===== config.mk =====
export PLATFORM = sky130hd
export DESIGN_NAME = ispp_prog_seq
export DESIGN_NICKNAME = d
export VERILOG_FILES = /design/src/rtl/ispp_seq_pkg.sv /design/src/rtl/ispp_phase_timer.sv /design/src/rtl/ispp_susp_latch.sv /design/src/rtl/ispp_resume_ctx.sv /design/src/rtl/ispp_prog_seq.sv
export SDC_FILE = /design/constraint.sdc
export NUM_CORES = 1
export LEC_CHECK = 0
export BUFFER_PORTS_ARGS = -buffer_cell sky130_fd_sc_hd__buf_2
export CORE_ASPECT_RATIO = 1.4
export CORE_MARGIN = 3
export CORE_UTILIZATION = 60
export DETAILED_ROUTE_END_ITERATION = 7
export PLACE_DENSITY = 0.79
export SKIP_CTS_REPAIR_TIMING = 1
export SLEW_MARGIN = 30
export SYNTH_ARGS = -nofsm -noshare
export SYNTH_HDL_FRONTEND = slang
export SYNTH_SLANG_ARGS = --single-unit

===== constraint.sdc =====
create_clock -name clk -period 8.7 [get_ports clk]
set_clock_uncertainty 0.1 [all_clocks]
set_input_delay 0.87 -clock clk [delete_from_list [all_inputs] [get_ports clk]]
set_output_delay 0.87 -clock clk [all_outputs]
set_load 0.01 [all_outputs]

===== src/rtl/ispp_seq_pkg.sv =====
`timescale 1ns/1ps
// Shared types and presets for the step-pulse program sequencer.
// Assumes a 200 MHz clock for the preset cycle counts.
package ispp_seq_pkg;

    typedef enum logic [3:0] {
        ST_IDLE,
        ST_SAVE,
        ST_PROG,
        ST_PROG_VR,
        ST_VER,
        ST_VER_VR,
        ST_CANCEL_VR,
        ST_HOLD,
        ST_RESTORE,
        ST_DONE
    } seq_state_t;

    typedef enum logic {
        RP_PULSE  = 1'b0,
        RP_VERIFY = 1'b1
    } resume_pt_t;

    localparam int SLC_ITERS      = 5;
    localparam int MLC_ITERS      = 15;
    localparam int PROG_CYC_200   = 4000;  // 20 us
    localparam int SLC_VER_CYC    = 1600;  // 8 us
    localparam int MLC_VER_CYC    = 4800;  // 24 us
    localparam int VRST_CYC_200   = 800;   // 4 us
    localparam int COPY_CYC_200   = 600;   // 3 us

    // Iteration limit for the chosen cell type.
    function automatic int preset_iters(input bit mlc);
        return mlc ? MLC_ITERS : SLC_ITERS;
    endfunction

    // Verify duration for the chosen cell type.
    function automatic int preset_ver_cyc(input bit mlc);
        return mlc ? MLC_VER_CYC : SLC_VER_CYC;
    endfunction

    // Largest of four values, used to size the phase timer.
    function automatic int max4(input int a, input int b, input int c, input int d);
        int m;
        m = a;
        if (b > m) m = b;
        if (c > m) m = c;
        if (d > m) m = d;
        return m;
    endfunction

endpackage


===== src/rtl/ispp_phase_timer.sv =====
`timescale 1ns/1ps
// Down-counting phase timer shared by every timed state.
// Assumes load values of at least 1; expired is high on the last
// cycle of the loaded duration.
module ispp_phase_timer #(
    parameter int TW = 8
) (
    input  logic          clk,
    input  logic          rst_n,
    input  logic          load,
    input  logic [TW-1:0] load_len,
    output logic          expired
);

    logic [TW-1:0] cnt_q;

    // Load the new duration minus one, or count down to zero.
    always_ff @(posedge clk) begin
        if (!rst_n) begin
            cnt_q <= '0;
        end else if (load) begin
            cnt_q <= load_len - TW'(1);
        end else if (cnt_q != '0) begin
            cnt_q <= cnt_q - TW'(1);
        end
    end

    assign expired = (cnt_q == '0);

endmodule


===== src/rtl/ispp_susp_latch.sv =====
`timescale 1ns/1ps
// Holds a suspend request until the sequencer acts on it.
// A request in the same cycle is visible at once through pend.
// Assumes clear wins over a same-cycle request.
module ispp_susp_latch (
    input  logic clk,
    input  logic rst_n,
    input  logic req,
    input  logic accept,
    input  logic clear,
    output logic pend
);

    logic pend_q;

    assign pend = pend_q | (req & accept);

    // Keep the request until the sequencer parks or finishes.
    always_ff @(posedge clk) begin
        if (!rst_n) begin
            pend_q <= 1'b0;
        end else if (clear) begin
            pend_q <= 1'b0;
        end else begin
            pend_q <= pend;
        end
    end

endmodule


===== src/rtl/ispp_resume_ctx.sv =====
`timescale 1ns/1ps
// Context saved across a suspension: iteration number, resume point,
// cut-pulse recheck flag and the last sampled verify result.
// Assumes init, iter_inc and the recheck strobes are never needed
// in conflicting combinations (init has priority).
module ispp_resume_ctx
    import ispp_seq_pkg::*;
#(
    parameter int IW = 3
) (
    input  logic          clk,
    input  logic          rst_n,
    input  logic          init,
    input  logic          iter_inc,
    input  logic          rp_we,
    input  resume_pt_t    rp_in,
    input  logic          rck_set,
    input  logic          rck_clr,
    input  logic          vp_we,
    input  logic          vp_in,
    output logic [IW-1:0] iter,
    output resume_pt_t    rp,
    output logic          recheck,
    output logic          vpass
);

    // Iteration counter, starts at 1 for each new operation.
    always_ff @(posedge clk) begin
        if (!rst_n) begin
            iter <= '0;
        end else if (init) begin
            iter <= IW'(1);
        end else if (iter_inc) begin
            iter <= iter + IW'(1);
        end
    end

    // Point at which a resumed operation continues.
    always_ff @(posedge clk) begin
        if (!rst_n) begin
            rp <= RP_PULSE;
        end else if (init) begin
            rp <= RP_PULSE;
        end else if (rp_we) begin
            rp <= rp_in;
        end
    end

    // Marks that the next verify follows a cut pulse.
    always_ff @(posedge clk) begin
        if (!rst_n) begin
            recheck <= 1'b0;
        end else if (init || rck_clr) begin
            recheck <= 1'b0;
        end else if (rck_set) begin
            recheck <= 1'b1;
        end
    end

    // Verify result captured on the last active verify cycle.
    always_ff @(posedge clk) begin
        if (!rst_n) begin
            vpass <= 1'b0;
        end else if (init) begin
            vpass <= 1'b0;
        end else if (vp_we) begin
            vpass <= vp_in;
        end
    end

endmodule


===== src/rtl/ispp_prog_seq.sv =====
`timescale 1ns/1ps
// Step-pulse page program sequencer with suspend and resume.
// Runs up to MAX_ITER pulse/verify iterations. Each phase ends with a
// voltage reset. The sequencer saves the page buffer into a shadow
// copy at start and restores it on resume. cancel_mode picks between
// suspending at phase ends and cancelling the active phase.
// Assumes all durations are at least 1 cycle and commands are pulses.
module ispp_prog_seq
    import ispp_seq_pkg::*;
#(
    parameter bit MLC_PRESET = 1'b0,
    parameter int MAX_ITER   = preset_iters(MLC_PRESET),
    parameter int PROG_CYC   = PROG_CYC_200,
    parameter int VER_CYC    = preset_ver_cyc(MLC_PRESET),
    parameter int VRST_CYC   = VRST_CYC_200,
    parameter int COPY_CYC   = COPY_CYC_200,
    localparam int IW        = $clog2(MAX_ITER + 1)
) (
    input  logic          clk,
    input  logic          rst_n,
    input  logic          cmd_start,
    input  logic          cmd_suspend,
    input  logic          cmd_resume,
    input  logic          cancel_mode,
    input  logic          verify_pass,
    output logic          busy,
    output logic          suspended,
    output logic          done,
    output logic          fail,
    output logic          prog_pulse,
    output logic          verify_on,
    output logic          vreset_on,
    output logic          shadow_save,
    output logic          shadow_restore,
    output logic [IW-1:0] iter_idx
);

    localparam int LEN_MAX = max4(PROG_CYC, VER_CYC, VRST_CYC, COPY_CYC);
    localparam int TW      = $clog2(LEN_MAX + 1);

    seq_state_t    st_q, st_nxt;
    logic          t_exp, t_load;
    logic [TW-1:0] t_len;
    logic          pend, running, pend_clear, cut_now;
    logic          init, iter_inc, rp_we, rck_set, rck_clr, vp_we, fin_fail;
    resume_pt_t    rp_in, rp;
    logic          recheck, vpass, last_iter, fail_q;
    logic [IW-1:0] iter;

    assign running    = (st_q != ST_IDLE) && (st_q != ST_DONE) && (st_q != ST_HOLD);
    assign cut_now    = pend && cancel_mode;
    assign last_iter  = (iter == IW'(MAX_ITER));
    assign init       = ((st_q == ST_IDLE) || (st_q == ST_DONE)) && cmd_start;
    assign vp_we      = (st_q == ST_VER) && t_exp && !cut_now;
    assign pend_clear = (st_nxt == ST_HOLD) || (st_nxt == ST_DONE);

    ispp_susp_latch u_susp (
        .clk    (clk),
        .rst_n  (rst_n),
        .req    (cmd_suspend),
        .accept (running),
        .clear  (pend_clear),
        .pend   (pend)
    );

    ispp_resume_ctx #(.IW(IW)) u_ctx (
        .clk      (clk),
        .rst_n    (rst_n),
        .init     (init),
        .iter_inc (iter_inc),
        .rp_we    (rp_we),
        .rp_in    (rp_in),
        .rck_set  (rck_set),
        .rck_clr  (rck_clr),
        .vp_we    (vp_we),
        .vp_in    (verify_pass),
        .iter     (iter),
        .rp       (rp),
        .recheck  (recheck),
        .vpass    (vpass)
    );

    ispp_phase_timer #(.TW(TW)) u_tmr (
        .clk      (clk),
        .rst_n    (rst_n),
        .load     (t_load),
        .load_len (t_len),
        .expired  (t_exp)
    );

    // Duration of the state about to be entered.
    always_comb begin
        case (st_nxt)
            ST_SAVE, ST_RESTORE:                   t_len = TW'(COPY_CYC);
            ST_PROG:                               t_len = TW'(PROG_CYC);
            ST_VER:                                t_len = TW'(VER_CYC);
            ST_PROG_VR, ST_VER_VR, ST_CANCEL_VR:   t_len = TW'(VRST_CYC);
            default:                               t_len = TW'(1);
        endcase
    end

    assign t_load = (st_nxt != st_q);

    // Next-state and context-update decisions.
    always_comb begin
        st_nxt   = st_q;
        iter_inc = 1'b0;
        rp_we    = 1'b0;
        rp_in    = RP_PULSE;
        rck_set  = 1'b0;
        rck_clr  = 1'b0;
        fin_fail = 1'b0;
        case (st_q)
            ST_IDLE, ST_DONE: begin
                if (cmd_start) st_nxt = ST_SAVE;
            end
            ST_SAVE: begin
                if (t_exp) st_nxt = ST_PROG;
            end
            ST_PROG: begin
                if (cut_now) begin
                    st_nxt  = ST_CANCEL_VR;
                    rp_we   = 1'b1;
                    rp_in   = RP_VERIFY;
                    rck_set = 1'b1;
                end else if (t_exp) begin
                    st_nxt = ST_PROG_VR;
                end
            end
            ST_PROG_VR: begin
                if (t_exp) begin
                    if (pend) begin
                        st_nxt = ST_HOLD;
                        rp_we  = 1'b1;
                        rp_in  = RP_VERIFY;
                    end else begin
                        st_nxt = ST_VER;
                    end
                end
            end
            ST_VER: begin
                if (cut_now) begin
                    st_nxt = ST_CANCEL_VR;
                    rp_we  = 1'b1;
                    rp_in  = RP_VERIFY;
                end else if (t_exp) begin
                    st_nxt = ST_VER_VR;
                end
            end
            ST_VER_VR: begin
                if (t_exp) begin
                    if (vpass) begin
                        st_nxt = ST_DONE;
                    end else if (!recheck && last_iter) begin
                        st_nxt   = ST_DONE;
                        fin_fail = 1'b1;
                    end else begin
                        iter_inc = !recheck;
                        rck_clr  = 1'b1;
                        if (pend) begin
                            st_nxt = ST_HOLD;
                            rp_we  = 1'b1;
                            rp_in  = RP_PULSE;
                        end else begin
                            st_nxt = ST_PROG;
                        end
                    end
                end
            end
            ST_CANCEL_VR: begin
                if (t_exp) st_nxt = ST_HOLD;
            end
            ST_HOLD: begin
                if (cmd_resume) st_nxt = ST_RESTORE;
            end
            ST_RESTORE: begin
                if (t_exp) st_nxt = (rp == RP_PULSE) ? ST_PROG : ST_VER;
            end
            default: st_nxt = ST_IDLE;
        endcase
    end

    // Sequencer state register.
    always_ff @(posedge clk) begin
        if (!rst_n) begin
            st_q <= ST_IDLE;
        end else begin
            st_q <= st_nxt;
        end
    end

    // Failure flag, cleared by each new start.
    always_ff @(posedge clk) begin
        if (!rst_n) begin
            fail_q <= 1'b0;
        end else if (init) begin
            fail_q <= 1'b0;
        end else if (fin_fail) begin
            fail_q <= 1'b1;
        end
    end

    assign busy           = (st_q != ST_IDLE) && (st_q != ST_DONE);
    assign suspended      = (st_q == ST_HOLD);
    assign done           = (st_q == ST_DONE);
    assign fail           = fail_q && (st_q == ST_DONE);
    assign prog_pulse     = (st_q == ST_PROG);
    assign verify_on      = (st_q == ST_VER);
    assign vreset_on      = (st_q == ST_PROG_VR) || (st_q == ST_VER_VR) || (st_q == ST_CANCEL_VR);
    assign shadow_save    = (st_q == ST_SAVE);
    assign shadow_restore = (st_q == ST_RESTORE);
    assign iter_idx       = iter;

endmodule


# Word level (Yosys, flattened, before mapping)
# Cells that the tools add are included.
# word_totals
regBits	24
input_bits	7
elab_cells	108
# classes
addsub	3
eq_ne	22
mux	43
bitwise_logic	3
reduce_logical	28
# ops
cell	count
2-to-1 mux 4 bit	13
case mux 12 bit (4 select lines)	1
case mux 4 bit (9 select lines)	1
== test 4 x 3 -> 1 bit (second input constant)	8
2-to-1 mux 12 bit	2
subtractor 12 x 1 -> 12 bit (second input constant)	2
2-to-1 mux 1 bit	21
== test 4 x 2 -> 1 bit (second input constant)	4
== test 4 bit (second input constant)	4
logical NOT 12 bit	1
nonzero test 12 bit	1
OR reduction 2 bit	6
== test 4 x 1 -> 1 bit (second input constant)	2
logical AND 1 bit	8
2-to-1 mux 3 bit	2
logical OR 1 bit	5
logical NOT 4 bit	1
!= test 4 x 3 -> 1 bit (second input constant)	1
!= test 4 bit	1
!= test 4 bit (second input constant)	1
nonzero test 2 bit	2
nonzero test 4 bit	1
adder 3 x 1 -> 3 bit (second input constant)	1
== test 3 bit (second input constant)	1
8 further kinds	9

# Depth between registers and ports, before layout
# depth
word_depth	15
depth_mapped	17
depth_no_buf	15

# By module
# Synthesis repeated with hierarchy kept, for this count alone.
# hier_totals
hier_cells	230
hier_area_um2	2033.2
# modules_own_cells
module	instances	cells_per_inst	area_each_um2
ispp_prog_seq	1	120	1004.7
ispp_phase_timer	1	86	757.0
ispp_resume_ctx	1	21	235.2
ispp_susp_latch	1	3	36.3

# Worst setup path before layout
# No wires, ideal clock.
# synth_path
path_type	input to register
startpoint	input cmd_resume
endpoint	register u_tmr.cnt_q[6]
setup_ns	0.086
arrival_ns	3.545
path_slack_ns	4.969
path_stages	15
n_path_buf	2
path_cell_list	a21boi_0 -> o21ai_0 -> a21oi_1 -> and4b_1 -> buf_2 -> mux2i_2 -> a211oi_2 -> buf_2 -> nand2_1 -> ha_1 -> inv_1 -> a21oi_1 -> o31ai_1 -> a221oi_1 -> a211oi_1
# synth_via
elab_chain_cells	7
# synth_lines
item	line_no	text
start, declared	ispp_prog_seq.sv:23	input logic cmd_resume,
2-to-1 mux 4 bit *	ispp_prog_seq.sv:174	if (cmd_resume) st_nxt = ST_RESTORE;
case mux 4 bit (9 select lines) *	ispp_prog_seq.sv:113	case (st_q)
== test 4 x 2 -> 1 bit (tied with other cells)	ispp_prog_seq.sv:93	case (st_nxt)
OR reduction 3 bit / OR reduction 2 bit (equally long branches)	ispp_prog_seq.sv:93	
case mux 12 bit (4 select lines)	ispp_prog_seq.sv:93	
subtractor 12 x 1 -> 12 bit	ispp_phase_timer.sv:22	cnt_q <= load_len - TW'(1);
2-to-1 mux 12 bit	ispp_phase_timer.sv:21	end else if (load) begin
end signal, assigned	ispp_phase_timer.sv:22	
end signal, assigned	ispp_phase_timer.sv:24	cnt_q <= cnt_q - TW'(1);
end, declared	ispp_phase_timer.sv:15	logic [TW-1:0] cnt_q;
# Every way passes the cells marked *; elsewhere a longest branch is shown, timed or not.
# A chain may end at the register's enable or synchronous reset.

# Final worst setup path
# layout_path
startpoint	register st_q[0]
endpoint	register u_tmr.cnt_q[6]
# layout_via
elab_chain_cells	15
# layout_lines
item	line_no	text
start, declared	ispp_prog_seq.sv:41	seq_state_t st_q, st_nxt;
start signal, assigned	ispp_prog_seq.sv:188	st_q <= st_nxt;
!= test 4 bit / nonzero test 4 bit (equally long branches)	ispp_prog_seq.sv:50	assign running = (st_q != ST_IDLE) && (st_q != ST_DONE) && (st_q != ST_HOLD);
logical AND 1 bit (2 in series)	ispp_prog_seq.sv:50	
AND 1 bit	ispp_susp_latch.sv:16	assign pend = pend_q | (req & accept);
bitwise OR 1 bit	ispp_susp_latch.sv:16	
2-to-1 mux 3 bit	ispp_prog_seq.sv:160	if (pend) begin
2-to-1 mux 4 bit	ispp_prog_seq.sv:154	end else if (!recheck && last_iter) begin
2-to-1 mux 4 bit	ispp_prog_seq.sv:152	if (vpass) begin
2-to-1 mux 4 bit	ispp_prog_seq.sv:151	if (t_exp) begin
case mux 4 bit (9 select lines)	ispp_prog_seq.sv:113	
== test 4 x 2 -> 1 bit (tied with other cells)	ispp_prog_seq.sv:93	
OR reduction 3 bit / OR reduction 2 bit (equally long branches)	ispp_prog_seq.sv:93	
case mux 12 bit (4 select lines)	ispp_prog_seq.sv:93	
subtractor 12 x 1 -> 12 bit	ispp_phase_timer.sv:22	
2-to-1 mux 12 bit	ispp_phase_timer.sv:21	
# Parallel ways exist; a longest one is shown, timed or not.

==> impl_metrics.yaml <==
synthesis:
  ys_top_cells_by_area: "dfxtp_1, nor2_1, a21oi_1"
  netlist_instances: 237
  syn_avg_cell_area_um2: 8.11
  syn_nets: 247
  synth_top_area_share_pct: 25.0
  netlist_area_um2: 1920
  synth_async_sr_flop_share_pct: 0
  synth_area_leader_cell: "dfxtp_1"
  ys_seq_area_share_pct: 25.0
  yosys_warnings: 0
  yosys_most_used_dff: "dfxtp_1"
  synth_cell_types: 67
  synth_enable_flop_cells: 0
  ys_ff_latch: 24
die:
  die_h_um: 73.0
  start_util_pct: 64.8
  die_area_um2: 3930
  core_um2: 2960
  io_pins: 19
  fp.dieW_um: 53.8
  placementRows: 23
power_and_ir_drop:
  irDropWorstVdd_uv: 226
  p_per_area_nw_per_um2: 292
  power.leakage_nw: 0.815
final_layout:
  nets: 257
  fillers: 266
  finalInstanceArea_um2: 2070
  areaGrowthSynthToFinish_pct: 7.55
  insertedDiodeCount: 0
  drive_gt1_share_pct: 14.6
critical_path:
  cp-start-kind: "flop"
  crit_required_ns: 8.73
  cp_max_fo: 23
  worst-r2r-setup-slack_ns: 4.22
  reg2reg_depth: 13
  regToRegStartpoint: "st_q[0]"
  cp-end-kind: "flop"
  crit_arrival_ns: 4.51
  path_class: "reg2reg"
  r2r-end: "u_tmr.cnt_q[6]"
hold_path:
  min_to: "fail_q"
  min_path_type: "reg2reg"
  min_from: "fail_q"
  holdPathStages: 2
route:
  final_antenna_net_count: 0
  vias: 1802
  drt-pass1-iter-count: 5
  routed_wl_um: 4530
  drtIter0Drc: 65
  viasPerCell: 6.37
  wl_per_cell_um: 16.0
  drc: 0
place:
  dpl_cell_area_um2: 2000
  dpl.hpwl_um: 3360
  port_buffers: 18
  gp_congestion: 0.969
status:
  status: "finished, final reports clean"
global_route:
  overflow: 0
  grt_usage_pct: 25.2
  grt_pass1_vias: 1636
  grt_pass1_wl_um: 7580
  grt_start_max_net_pins: 24
  antenna_found_initial: 0
sta:
  grt_setup_unrepaired: "false"
  worstMarginPinSlew_ns: 0.715
  slew_viol_final: 0
  period_share_pct: 51.5
  maxSlewHeadroom_pct: 52.3
  tns_ns: 0
  fmax_mhz: 223
  hold_viol_final: 0
  final-setup-viol-count: 0
  fin_crit_ns: 4.48
clocking:
  tritoncts: "yes"
  clk_path_buf_depth: 2
  htree_levels: 1
  clk_pin_slew_worst_paths_ns: 0.09
  cts_root_buffer: "clkbuf_8"
  cts_sinks: 24
  cts_buffers: 3
  clk_latency_ns: 0.27
job:
  cap_violations: 0
## layout make-up
cell class                 count  area (um2)  area share, %
clock inverter                 1        30.0           1.45
clock buffer                   3        41.3           2.00
timing repair buffer          19        97.6           4.72
inverter                       9        33.8           1.63
sequential                    24         480           23.2
multi-input combinational    190        1340           64.7
tap                           37        46.3           2.24
## how the worst max path moves through the flow
stage / startpoint / end / slack (ns) / cells after the start
CTS: st_q[0] / u_tmr.cnt_q[6] / 4.29 / 13
floorplan: cmd_resume / u_tmr.cnt_q[6] / 4.97 / 15
global route: st_q[0] / u_tmr.cnt_q[6] / 3.76 / 13
global placement: st_q[0] / u_tmr.cnt_q[6] / 4.43 / 13
finish: st_q[0] / u_tmr.cnt_q[6] / 4.22 / 13
detailed placement: st_q[0] / u_tmr.cnt_q[6] / 4.29 / 13
## flip-flops by register name (all words and copies together), names as in the netlist
register       cells
u_tmr.cnt_q       12
u_ctx.rp           1
u_susp.pend_q      1
u_ctx.recheck      1
st_q               4
u_ctx.vpass        1
u_ctx.iter         3
fail_q             1
## kinds of logic (layout without fill, tap and decap cells)
logic type,Yosys count,in the layout,synth area share (%)
simple gates,101,101,32.3
compound gates,64,64,24.5
flops,24,24,25.0
buf+inv,23,32,5.40
xor+xnor,14,14,6.38
mux,8,8,4.49
fa+ha+maj,3,3,1.95
## critical path, stage by stage (launching register included)
cell and delay (ns):
dfxtp_1 0.78, clkinv_1 0.42, o21ai_0 0.25, a21oi_1 0.12, nor4_4 0.63, xnor2_1 0.25, a211o_1 0.36, mux2i_1 0.27
ha_1 0.30, inv_1 0.13, a21oi_1 0.15, o31ai_1 0.08, a221oi_1 0.39, a211oi_1 0.10
## cell usage after synthesis (2+ instances only)
| master | count |
|---|---|
| a211o_1 | 2 |
| a211oi_1 | 7 |
| a21boi_0 | 5 |
| a21oi_1 | 14 |
| a31oi_1 | 3 |
| and2_1 | 5 |
| and3_1 | 4 |
| and4b_1 | 2 |
| buf_2 | 11 |
| dfxtp_1 | 24 |
| ha_1 | 3 |
| inv_1 | 8 |
| mux2i_1 | 5 |
| nand2_1 | 18 |
| nand2b_1 | 4 |
| nand3_1 | 6 |
| nand3b_1 | 3 |
| nand4b_1 | 3 |
| nor2_1 | 19 |
| nor2b_1 | 7 |
| nor3_1 | 9 |
| nor4_4 | 3 |
| nor4b_1 | 2 |
| o21ai_0 | 10 |
| o31ai_1 | 2 |
| or3_1 | 4 |
| or4_1 | 2 |
| xnor2_1 | 6 |
| xor2_1 | 8 |
## report_power, final
group / internal, mW / switching [mW]
combinational: 0.141 / 0.189
sequential: 0.135 / 0.0420
clock: 0.0615 / 0.0348
total: 0.337 / 0.266
## routing by layer
layer  GRT usage [%]  vias up  wire length (um)
li1                -      896                 -
met2            41.9       49              2260
met5               0        -                 0
met3            3.07       18               183
met1            30.8      839              1900
met4            13.1        0               189
## per-stage QoR
| step | util [%] | setup WS (ns) | total power [mW] | hold WS (ns) | instances |
|---|---|---|---|---|---|
| 5_1_grt | 69.7 | 3.76 | 0.648 | 0.416 | 283 |
| 2_1_floorplan | - | 4.97 | 0.444 | 0.328 | 237 |
| 6_report | 69.7 | 4.22 | 0.603 | 0.381 | 283 |
| 3_3_place_gp | 67.3 | 4.43 | 0.499 | 0.350 | 279 |
| 3_5_place_dp | 67.3 | 4.29 | 0.504 | 0.360 | 279 |
| 4_1_cts | 69.7 | 4.29 | 0.602 | 0.381 | 283 |
## layout by cell type (no fill, tap or decap), drive strengths merged, types with 3 or more instances in the layout
cell type  count
dfxtp         24
nor2          19
buf           19
nand2         18
a21oi         14
o21ai         12
nor3          10
xor2           8
inv            8
a211oi         8
nor2b          7
nand3          6
xnor2          6
mux2i          6
a21boi         5
and2           5
nand2b         4
or3            4
and3           4
nor4           4
nand4b         3
nand3b         3
a31oi          3
ha             3
clkbuf         3
Power figures use the tool's default switching activity.
